`config.mk`:
```
export PLATFORM = sky130hd
export DESIGN_NAME = ipc_flag_regs
export DESIGN_NICKNAME = d
export VERILOG_FILES = /design/src/rtl/ipc_flag_pkg.sv /design/src/rtl/ipc_bus_port.sv /design/src/rtl/ipc_flag_store.sv /design/src/rtl/ipc_irq_out.sv /design/src/rtl/ipc_flag_regs.sv
export SDC_FILE = /design/constraint.sdc
export NUM_CORES = 1
export LEC_CHECK = 0
export CORE_UTILIZATION = 28
export DETAILED_ROUTE_END_ITERATION = 12
export DONT_BUFFER_PORTS = 1
export PLACE_DENSITY = 0.43
export SYNTH_ARGS = -nofsm -noshare
export SYNTH_HDL_FRONTEND = slang
export SYNTH_SLANG_ARGS = --single-unit
```
`constraint.sdc`:
```
create_clock -name clk_i -period 0.8 [get_ports clk_i]
set_input_delay 0.04 -clock clk_i [delete_from_list [all_inputs] [get_ports clk_i]]
set_output_delay 0.04 -clock clk_i [all_outputs]
set_load 0.05 [all_outputs]
```
`src/rtl/ipc_flag_pkg.sv`:
```
package ipc_flag_pkg;
  localparam int unsigned ADDR_W = 2;
  // sender port map
  localparam logic [ADDR_W-1:0] A_S_VIEW = 2'd0;
  localparam logic [ADDR_W-1:0] A_S_SET  = 2'd1;
  localparam logic [ADDR_W-1:0] A_S_CLR  = 2'd2;
  // receiver port map
  localparam logic [ADDR_W-1:0] A_R_VIEW = 2'd0;
  localparam logic [ADDR_W-1:0] A_R_ACK  = 2'd1;
endpackage

```
`src/rtl/ipc_bus_port.sv`:
```
module ipc_bus_port
  import ipc_flag_pkg::*;
#(
  parameter bit          SENDER = 1'b1,
  parameter int unsigned FLAG_W = 32
) (
  input  logic              clk_i,
  input  logic              rst_ni,
  input  logic [ADDR_W-1:0] addr_i,
  input  logic              we_i,
  input  logic [FLAG_W-1:0] wdata_i,
  input  logic [FLAG_W-1:0] flags_i,
  output logic [FLAG_W-1:0] set_o,
  output logic [FLAG_W-1:0] clr_o,
  output logic [FLAG_W-1:0] rdata_o
);
  logic              view_hit;
  logic [FLAG_W-1:0] rdata_q;

  generate
    if (SENDER) begin : g_snd
      assign set_o    = (we_i && addr_i == A_S_SET) ? wdata_i : '0;
      assign clr_o    = (we_i && addr_i == A_S_CLR) ? wdata_i : '0;
      assign view_hit = (addr_i == A_S_VIEW);
    end else begin : g_rcv
      assign set_o    = '0;
      assign clr_o    = (we_i && addr_i == A_R_ACK) ? wdata_i : '0;
      assign view_hit = (addr_i == A_R_VIEW);
    end
  endgenerate

  // write-only and unmapped addresses read zero
  always_ff @(posedge clk_i or negedge rst_ni) begin
    if (!rst_ni) rdata_q <= '0;
    else         rdata_q <= view_hit ? flags_i : '0;
  end

  assign rdata_o = rdata_q;
endmodule

```
`src/rtl/ipc_flag_store.sv`:
```
module ipc_flag_store #(
  parameter int unsigned FLAG_W = 32
) (
  input  logic              clk_i,
  input  logic              rst_ni,
  input  logic [FLAG_W-1:0] set_i,
  input  logic [FLAG_W-1:0] clr_i,
  output logic [FLAG_W-1:0] flags_o,
  output logic [FLAG_W-1:0] flags_nxt_o
);
  logic [FLAG_W-1:0] flags_q;

  // set applied after clear: a colliding set survives
  assign flags_nxt_o = (flags_q & ~clr_i) | set_i;

  always_ff @(posedge clk_i or negedge rst_ni) begin
    if (!rst_ni) flags_q <= '0;
    else         flags_q <= flags_nxt_o;
  end

  assign flags_o = flags_q;
endmodule

```
`src/rtl/ipc_irq_out.sv`:
```
module ipc_irq_out #(
  parameter int unsigned IRQ_W = 4
) (
  input  logic             clk_i,
  input  logic             rst_ni,
  input  logic [IRQ_W-1:0] flag_nxt_i,
  output logic [IRQ_W-1:0] irq_o
);
  logic [IRQ_W-1:0] irq_q;

  for (genvar i = 0; i < IRQ_W; i++) begin : g_line
    always_ff @(posedge clk_i or negedge rst_ni) begin
      if (!rst_ni) irq_q[i] <= 1'b0;
      else         irq_q[i] <= flag_nxt_i[i];
    end
  end

  assign irq_o = irq_q;
endmodule

```
`src/rtl/ipc_flag_regs.sv`:
```
module ipc_flag_regs
  import ipc_flag_pkg::*;
#(
  parameter int unsigned FLAG_W = 32,
  parameter int unsigned IRQ_W  = 4
) (
  input  logic              clk_i,
  input  logic              rst_ni,
  input  logic [ADDR_W-1:0] s_addr_i,
  input  logic              s_we_i,
  input  logic [FLAG_W-1:0] s_wdata_i,
  output logic [FLAG_W-1:0] s_rdata_o,
  input  logic [ADDR_W-1:0] r_addr_i,
  input  logic              r_we_i,
  input  logic [FLAG_W-1:0] r_wdata_i,
  output logic [FLAG_W-1:0] r_rdata_o,
  output logic [IRQ_W-1:0]  irq_o
);
  logic [FLAG_W-1:0] s_set, s_clr, r_set, r_clr;
  logic [FLAG_W-1:0] flags_q, flags_nxt;

  ipc_bus_port #(.SENDER(1'b1), .FLAG_W(FLAG_W)) u_snd (
    .clk_i(clk_i), .rst_ni(rst_ni), .addr_i(s_addr_i), .we_i(s_we_i),
    .wdata_i(s_wdata_i), .flags_i(flags_q), .set_o(s_set), .clr_o(s_clr),
    .rdata_o(s_rdata_o)
  );

  ipc_bus_port #(.SENDER(1'b0), .FLAG_W(FLAG_W)) u_rcv (
    .clk_i(clk_i), .rst_ni(rst_ni), .addr_i(r_addr_i), .we_i(r_we_i),
    .wdata_i(r_wdata_i), .flags_i(flags_q), .set_o(r_set), .clr_o(r_clr),
    .rdata_o(r_rdata_o)
  );

  ipc_flag_store #(.FLAG_W(FLAG_W)) u_store (
    .clk_i(clk_i), .rst_ni(rst_ni), .set_i(s_set | r_set),
    .clr_i(s_clr | r_clr), .flags_o(flags_q), .flags_nxt_o(flags_nxt)
  );

  ipc_irq_out #(.IRQ_W(IRQ_W)) u_irq (
    .clk_i(clk_i), .rst_ni(rst_ni), .flag_nxt_i(flags_nxt[IRQ_W-1:0]),
    .irq_o(irq_o)
  );
endmodule

```
## After elaboration in Yosys (flattened, before gate mapping)

Index checks and enable logic that the tools add are counted.

- Equality and inequality tests: 3
- Multiplexer cells: 5
- Bitwise logic cells: 4
- Reductions and logical operators: 5

Operator list:

| kind | count |
|---|---|
| $mux 32 | 5 |
| $or 32x32->32 | 2 |
| $and 32x32->32 | 1 |
| $not 32->32 | 1 |
| $eq 2x1->1 const B | 2 |
| $logic_not 2->1 | 2 |
| $logic_and 1x1->1 | 3 |
| $eq 2x2->1 const B | 1 |

- Flip-flop bits (word level): 100
- Bits of input ports: 72
- Word-level logic and storage cells: 24

## Depth between registers and ports, before layout

Gate-level depths: netlist of run 1.

- Word-level depth: 7
- Gate-level depth with buffers: 5

## By module

Synthesis of run 1 repeated with hierarchy kept, for this count alone.

- Cells, all modules: 465
- Area total of the unflattened synthesis: 5429.0 um2

By module, submodules not included:

| module | times used | cells each | area each (um2) | sequential area each (um2) |
|---|---|---|---|---|
| ipc_bus_port at u_rcv | 1 | 146 | 1924.3 | 800.8 |
| ipc_bus_port at u_snd | 1 | 155 | 1843.0 | 800.8 |
| ipc_flag_store | 1 | 96 | 1161.1 | 800.8 |
| ipc_flag_regs | 1 | 64 | 400.4 | 0.0 |
| ipc_irq_out | 1 | 4 | 100.1 | 100.1 |

## Worst setup path before layout of run 1

No wires, ideal clock.

- Path kind: input to register
- Start point: input s_we_i
- End point: register u_store.flags_q[10] (netlist: u_store.flags_o[10])
- Library setup time: 0.122 ns
- Arrival time: 0.770 ns
- Required time: 0.678 ns
- Slack: -0.092 ns
- Cell stages on the path: 5
- Buffers on the path: 3
- Cells stage by stage: buf_2 -> and3b_1 -> buf_6 -> buf_6 -> a32o_1

- Longest elaborated chain between the ends: 6
- Elaborated cells between the ends (all ways): 8

Ends and longest elaborated chain:

| element | line | text |
|---|---|---|
| start, declared | ipc_flag_regs.sv:10 | `input logic s_we_i,` |
| $logic_and 1x1->1 | ipc_bus_port.sv:23 | `assign clr_o = (we_i && addr_i == A_S_CLR) ? wdata_i : '0;` |
| $mux 32 | ipc_bus_port.sv:23 |  |
| $or 32x32->32 | ipc_flag_regs.sv:36 | `.clr_i(s_clr \| r_clr), .flags_o(flags_q), .flags_nxt_o(flags_nxt)` |
| $not 32->32 | ipc_flag_store.sv:14 | `assign flags_nxt_o = (flags_q & ~clr_i) \| set_i;` |
| $and 32x32->32 | ipc_flag_store.sv:14 |  |
| $or 32x32->32 * | ipc_flag_store.sv:14 |  |
| via flags_nxt[10] | ipc_flag_regs.sv:20 | `logic [FLAG_W-1:0] flags_q, flags_nxt;` |
| end signal, assigned | ipc_flag_store.sv:18 | `else flags_q <= flags_nxt_o;` |
| end, declared | ipc_flag_store.sv:11 | `logic [FLAG_W-1:0] flags_q;` |

Mark *: on every way through the listed nets, which the timed path passes. The rest lies on a longest branch.

==> impl_metrics.json, run 1 <==
{
  "ys_seq_area_share_pct": 61.6,
  "instances_no_fill": 585,
  "slowest_stage": "dfrtp_1",
  "power.leakage_nw": 2.46,
  "dp_hpwl_um": 6890,
  "yosys.cell_types.count": 10,
  "die_w_um": 120,
  "status": "finished with violations",
  "setup.worst_path.class": "flip-flop to primary output",
  "reg2regPathDepth": 2,
  "final_common_cell": "dfrtp_1",
  "finalCritPeriodShare_pct": 120,
  "dp_cells": 510,
  "initial_utilization_pct": 29.1,
  "setup_viol": 72,
  "fin_crit_ps": 956,
  "irDropWorstVdd_mv": 0.821,
  "antenna_found_initial": 0,
  "num_antenna_cells": 0,
  "r2r_end": "u_store.flags_o[0]$_DFF_PN0_",
  "cp-end-kind": "primary output",
  "synth_fp_nets": 366,
  "cts_inserted_buffers": 9,
  "grt_util_all_layers_pct": 16.3,
  "avgSynthCellArea_sq_um": 13.3,
  "rsz0062_at_grt": "yes",
  "die_h_um": 120,
  "cp_cell_sequence": "buf_6",
  "cts_root_buf": "clkbuf_16",
  "powerDensity_mw_per_mm2": 2190,
  "total_power_mw": 12.5,
  "regToRegStartpoint": "u_store.flags_o[0]$_DFF_PN0_",
  "clk_latency_ps": 340,
  "coreArea_sq_mm": 0.0134,
  "rows": 42,
  "crit_buf_inv": 1,
  "skew_ps": 3.74,
  "netlist_area_sq_mm": 0.00390,
  "port_buffers": 0,
  "cts_tree": "done",
  "cts.path.max_buffers": 2,
  "fmax_mhz": 1050,
  "die-area_sq_mm": 0.0144,
  "fillers": 1293,
  "yosys_register_bits": 96,
  "synthCells": 294,
  "hold_path.class": "input pin to async pin",
  "grt_max_degree": 97,
  "viasPerCell": 4.96,
  "final_cell_mix": "96 x dfrtp_1, 65 x buf_6, 64 x nand4b_1, 64 x and2_1, 54 x dlygate4sd3_1",
  "violations": "hold timing, setup timing",
  "grt_pass1_wl_um": 17700,
  "first_pass_iters": 4,
  "wl_per_cell_um": 18.7,
  "slowest_delay_ps": 410,
  "io_pins": 140,
  "clkSlewWorstSetupHoldPaths_ps": 70,
  "hold_violations": 128,
  "pre_cts_slack_ps": 29.0,
  "grt_overflow_total": 0,
  "htree_num_levels": 3,
  "fin_hold_ws_ps": -607,
  "ys_warn_count": 0,
  "critPathArrivalTime_ps": 920,
  "max-slew-margin-rel_pct": 85.8,
  "crit_family": "flip-flops",
  "ant_nets": 0,
  "reg2reg_slack_ps": -90,
  "finalInstanceArea_sq_mm": 0.00571,
  "max_slew.worst_pin.slew_ps": 212,
  "drc_errors": 0,
  "multi_input_area_sq_mm": 0.00130,
  "fin_util_pct": 42.6,
  "worst_slack_ps": -156,
  "gp_congestion": 0.681,
  "drt_iter0_drc": 154,
  "register_area_sq_mm": 0.00240,
  "synthToLayoutAreaGrowth_pct": 46.5,
  "vias": 2899,
  "grt_pass1_vias": 3105,
  "maxCapViolCount": 0,
  "startpoint_type": "flip-flop",
  "dpl-instance-area_sq_mm": 0.00458,
  "fin_setup_tns_ps": -8010,
  "worstPathRequired_ps": 760,
  "wl_um": 10900,
  "clock-sinks": 96,
  "critPathMaxFanout": 2,
  "maxSlewViolCount": 0,
  "drive_above_1_share_pct": 23.7,
  "nets": 476
}
[flip-flops by register name, summed over array words and instances (netlist names)]
signal / count
u_store.flags_o: 32
u_snd.rdata_o: 32
u_rcv.rdata_o: 32
[per-layer routing]
| layer | track usage (%) | share of wire (%) | up-vias |
|---|---|---|---|
| met3 | 4.66 | 6.2 | 11 |
| met4 | 5.23 | 1.3 | 0 |
| met1 | 20.6 | 43 | 1478 |
| met5 | 0 | 0 | - |
| met2 | 26.7 | 49 | 102 |
| li1 | - | - | 1308 |
[cell usage after synthesis, drive strengths merged]
cell type / number / area share (%)
nand4b: 64 / 14
a32o: 32 / 8.2
nor2: 2 / 0.19
dfrtp: 96 / 62
and3b: 1 / 0.22
clkbuf: 12 / 1.2
and2: 64 / 10
buf: 23 / 3.9
[power breakdown]
| group | total (mW) | switching, mW | internal, mW | leakage [nW] |
|---|---|---|---|---|
| logic | 2.42 | 1.27 | 1.15 | 1.05 |
| registers | 5.68 | 0.339 | 5.35 | 1.27 |
| clock network | 4.42 | 1.90 | 2.52 | 0.145 |
| total | 12.5 | 3.51 | 9.01 | 2.46 |
[layout make-up]
cell class                 count  area share [%]
clock buffer                  10            4.19
clock inverter                 6            1.18
multi-input combinational    163            22.8
sequential                    96            42.1
tap                          176            3.86
timing repair buffer         134            25.9
[kinds of logic after synthesis]
logic type	share of synthesized area, %
and+or+nand+nor	25.1
AOI/OAI and AO/OA	8.22
buffers and inverters	5.07
DFF	61.6
[what timing repair did]
item	CTS	global route
endpoints found under the setup margin	68	80
hold endpoints to repair	128	128
hold buffers	52	5
gates resized for setup	62	4
pin swaps	0	1
cloned	0	0
setup buffers	4	0
[worst max-delay path by stage]
stage / depth (start not counted) / start / end / slack (ps)
floorplan: 5 / s_we_i / u_store.flags_o[10]$_DFF_PN0_ / -50
global placement: 3 / s_addr_i[0] / u_store.flags_o[31]$_DFF_PN0_ / 30
detailed placement: 1 / u_store.flags_o[2]$_DFF_PN0_ / u_store.flags_o[2]$_DFF_PN0_ / 30
CTS: 1 / u_rcv.rdata_o[31]$_DFF_PN0_ / r_rdata_o[31] / -170
global route: 1 / u_store.flags_o[0]$_DFF_PN0_ / irq_o[0] / -190
finish: 1 / u_store.flags_o[0]$_DFF_PN0_ / irq_o[0] / -160
Note: power is estimated with default switching activity, not from simulation.
==> inputs of run 2 (changes only) <==
Settings changed: MAX_ROUTING_LAYER set to met4.
==> impl_metrics.json, run 2 (synthesized netlist as in run 1, its figures left out) <==
{
  "status": "finished with violations",
  "violations": "hold timing, setup timing",
  "ant_nets": 0,
  "rows": 42,
  "num_antenna_cells": 0,
  "cts_root_buf": "clkbuf_16",
  "max-slew-margin-rel_pct": 85.8,
  "fin_setup_tns_ps": -8130,
  "grt_util_all_layers_pct": 16.8,
  "first_pass_iters": 4,
  "register_area_sq_mm": 0.00240,
  "multi_input_area_sq_mm": 0.00130,
  "reg2regPathDepth": 2,
  "viasPerCell": 4.97,
  "cp-end-kind": "primary output",
  "rsz0062_at_grt": "yes",
  "fmax_mhz": 1040,
  "io_pins": 140,
  "fin_crit_ps": 958,
  "cts_inserted_buffers": 9,
  "grt_pass1_vias": 3113,
  "fin_hold_ws_ps": -609,
  "die-area_sq_mm": 0.0144,
  "irDropWorstVdd_mv": 0.830,
  "clock-sinks": 96,
  "antenna_found_initial": 0,
  "worst_slack_ps": -158,
  "synthToLayoutAreaGrowth_pct": 46.5,
  "total_power_mw": 12.5,
  "nets": 476,
  "port_buffers": 0,
  "cts.path.max_buffers": 2,
  "hold_violations": 128,
  "startpoint_type": "flip-flop",
  "slowest_delay_ps": 410,
  "dp_cells": 510,
  "fillers": 1293,
  "hold_path.class": "input pin to async pin",
  "fin_util_pct": 42.6,
  "regToRegStartpoint": "u_store.flags_o[0]$_DFF_PN0_",
  "die_h_um": 120,
  "share_comb_of_total_power_pct": 19.3,
  "grt_pass1_wl_um": 17700,
  "worstSetupPathDepth": 1,
  "p_int_mw": 9.01,
  "final_common_cell": "dfrtp_1",
  "dpl-instance-area_sq_mm": 0.00458,
  "clkPwrFrac_pct": 35.3,
  "dp_hpwl_um": 6890,
  "clk_latency_ps": 340,
  "grt_max_degree": 97,
  "crit_start": "u_store.flags_o[0]$_DFF_PN0_",
  "powerDensity_mw_per_mm2": 2190,
  "crit_buf_inv": 1,
  "max_slew.worst_pin.slew_ps": 213,
  "gp_congestion": 0.688,
  "wl_per_cell_um": 18.7,
  "slowest_stage": "dfrtp_1",
  "drt_iter0_drc": 133,
  "finalCritPeriodShare_pct": 120,
  "netSwitchingPower_mw": 3.51,
  "clkSlewWorstSetupHoldPaths_ps": 70,
  "setup.worst_path.class": "flip-flop to primary output",
  "finalInstanceArea_sq_mm": 0.00571,
  "power.leakage_nw": 2.46,
  "skew_ps": 3.76,
  "critPathArrivalTime_ps": 920,
  "cp_cell_sequence": "buf_6",
  "pre_cts_slack_ps": 29.0,
  "cts_tree": "done",
  "crit_family": "flip-flops",
  "critPathMaxFanout": 2,
  "drc_errors": 0,
  "swShare_pct": 28.1,
  "grt_overflow_total": 0,
  "maxCapViolCount": 0,
  "wl_um": 11000,
  "drive_above_1_share_pct": 23.7,
  "htree_num_levels": 3,
  "setup_viol": 72,
  "power_frac_seq_pct": 45.4,
  "maxSlewViolCount": 0,
  "initial_utilization_pct": 29.1,
  "worstPathRequired_ps": 760,
  "final_cell_mix": "96 x dfrtp_1, 65 x buf_6, 64 x nand4b_1, 64 x and2_1, 54 x dlygate4sd3_1",
  "instances_no_fill": 585,
  "coreArea_sq_mm": 0.0134,
  "vias": 2907,
  "die_w_um": 120
}
## run 2: cell counts in the layout (fill, tap and decap cells not counted)
No cell type changed its count.
## run 2: per-layer routing
metal | GRT usage [%] | share of wire, % | vias to the layer above
met2 | 26.5 | 49 | 95
met3 | 4.42 | 5.2 | 8
li1 | - | - | 1309
met4 | 5.00 | 1.2 | 0
met5 | - | 0 | -
met1 | 21.0 | 45 | 1495
## run 2: final cells by class
cell class | instances | area share, %
flip-flops and latches | 96 | 42.1
clock buffers | 10 | 4.19
well taps | 176 | 3.86
clock inverters | 6 | 1.18
multi-input cells | 163 | 22.8
repair buffers | 134 | 25.9
## run 2: what timing repair did
item                                    4_1_cts  5_1_grt
gates resized for setup                      62        4
hold buffers                                 52        5
cloned                                        0        0
hold endpoints to repair                    128      128
endpoints found under the setup margin       68       80
buffers inserted                              4        0
pin swaps                                     0        1
## run 2: worst register-to-register path, stage by stage (launching register included)
cell     delay, ps
dfrtp_1        410
buf_4          160
a32o_1         210
## run 2: power groups by stage
stage	sequential, mW	combinational (mW)	clock, mW
floorplan	6.35	0.858	0
global placement	5.74	1.94	0
detailed placement	5.75	1.96	0
CTS	5.69	2.41	4.51
global route	5.76	2.53	4.79
finish	5.68	2.42	4.43
## run 2: worst paths after layout
check                                           endpoint  slack (ps)
max in group asynchronous  u_store.flags_o[15]$_DFF_PN0_        1260
hold reg to reg              u_rcv.rdata_o[29]$_DFF_PN0_         500
setup / recovery                                irq_o[0]        -160
hold / removal               u_snd.rdata_o[24]$_DFF_PN0_        -610
setup reg to reg            u_store.flags_o[0]$_DFF_PN0_         -90
min in group clk_i         u_store.flags_o[29]$_DFF_PN0_         -40
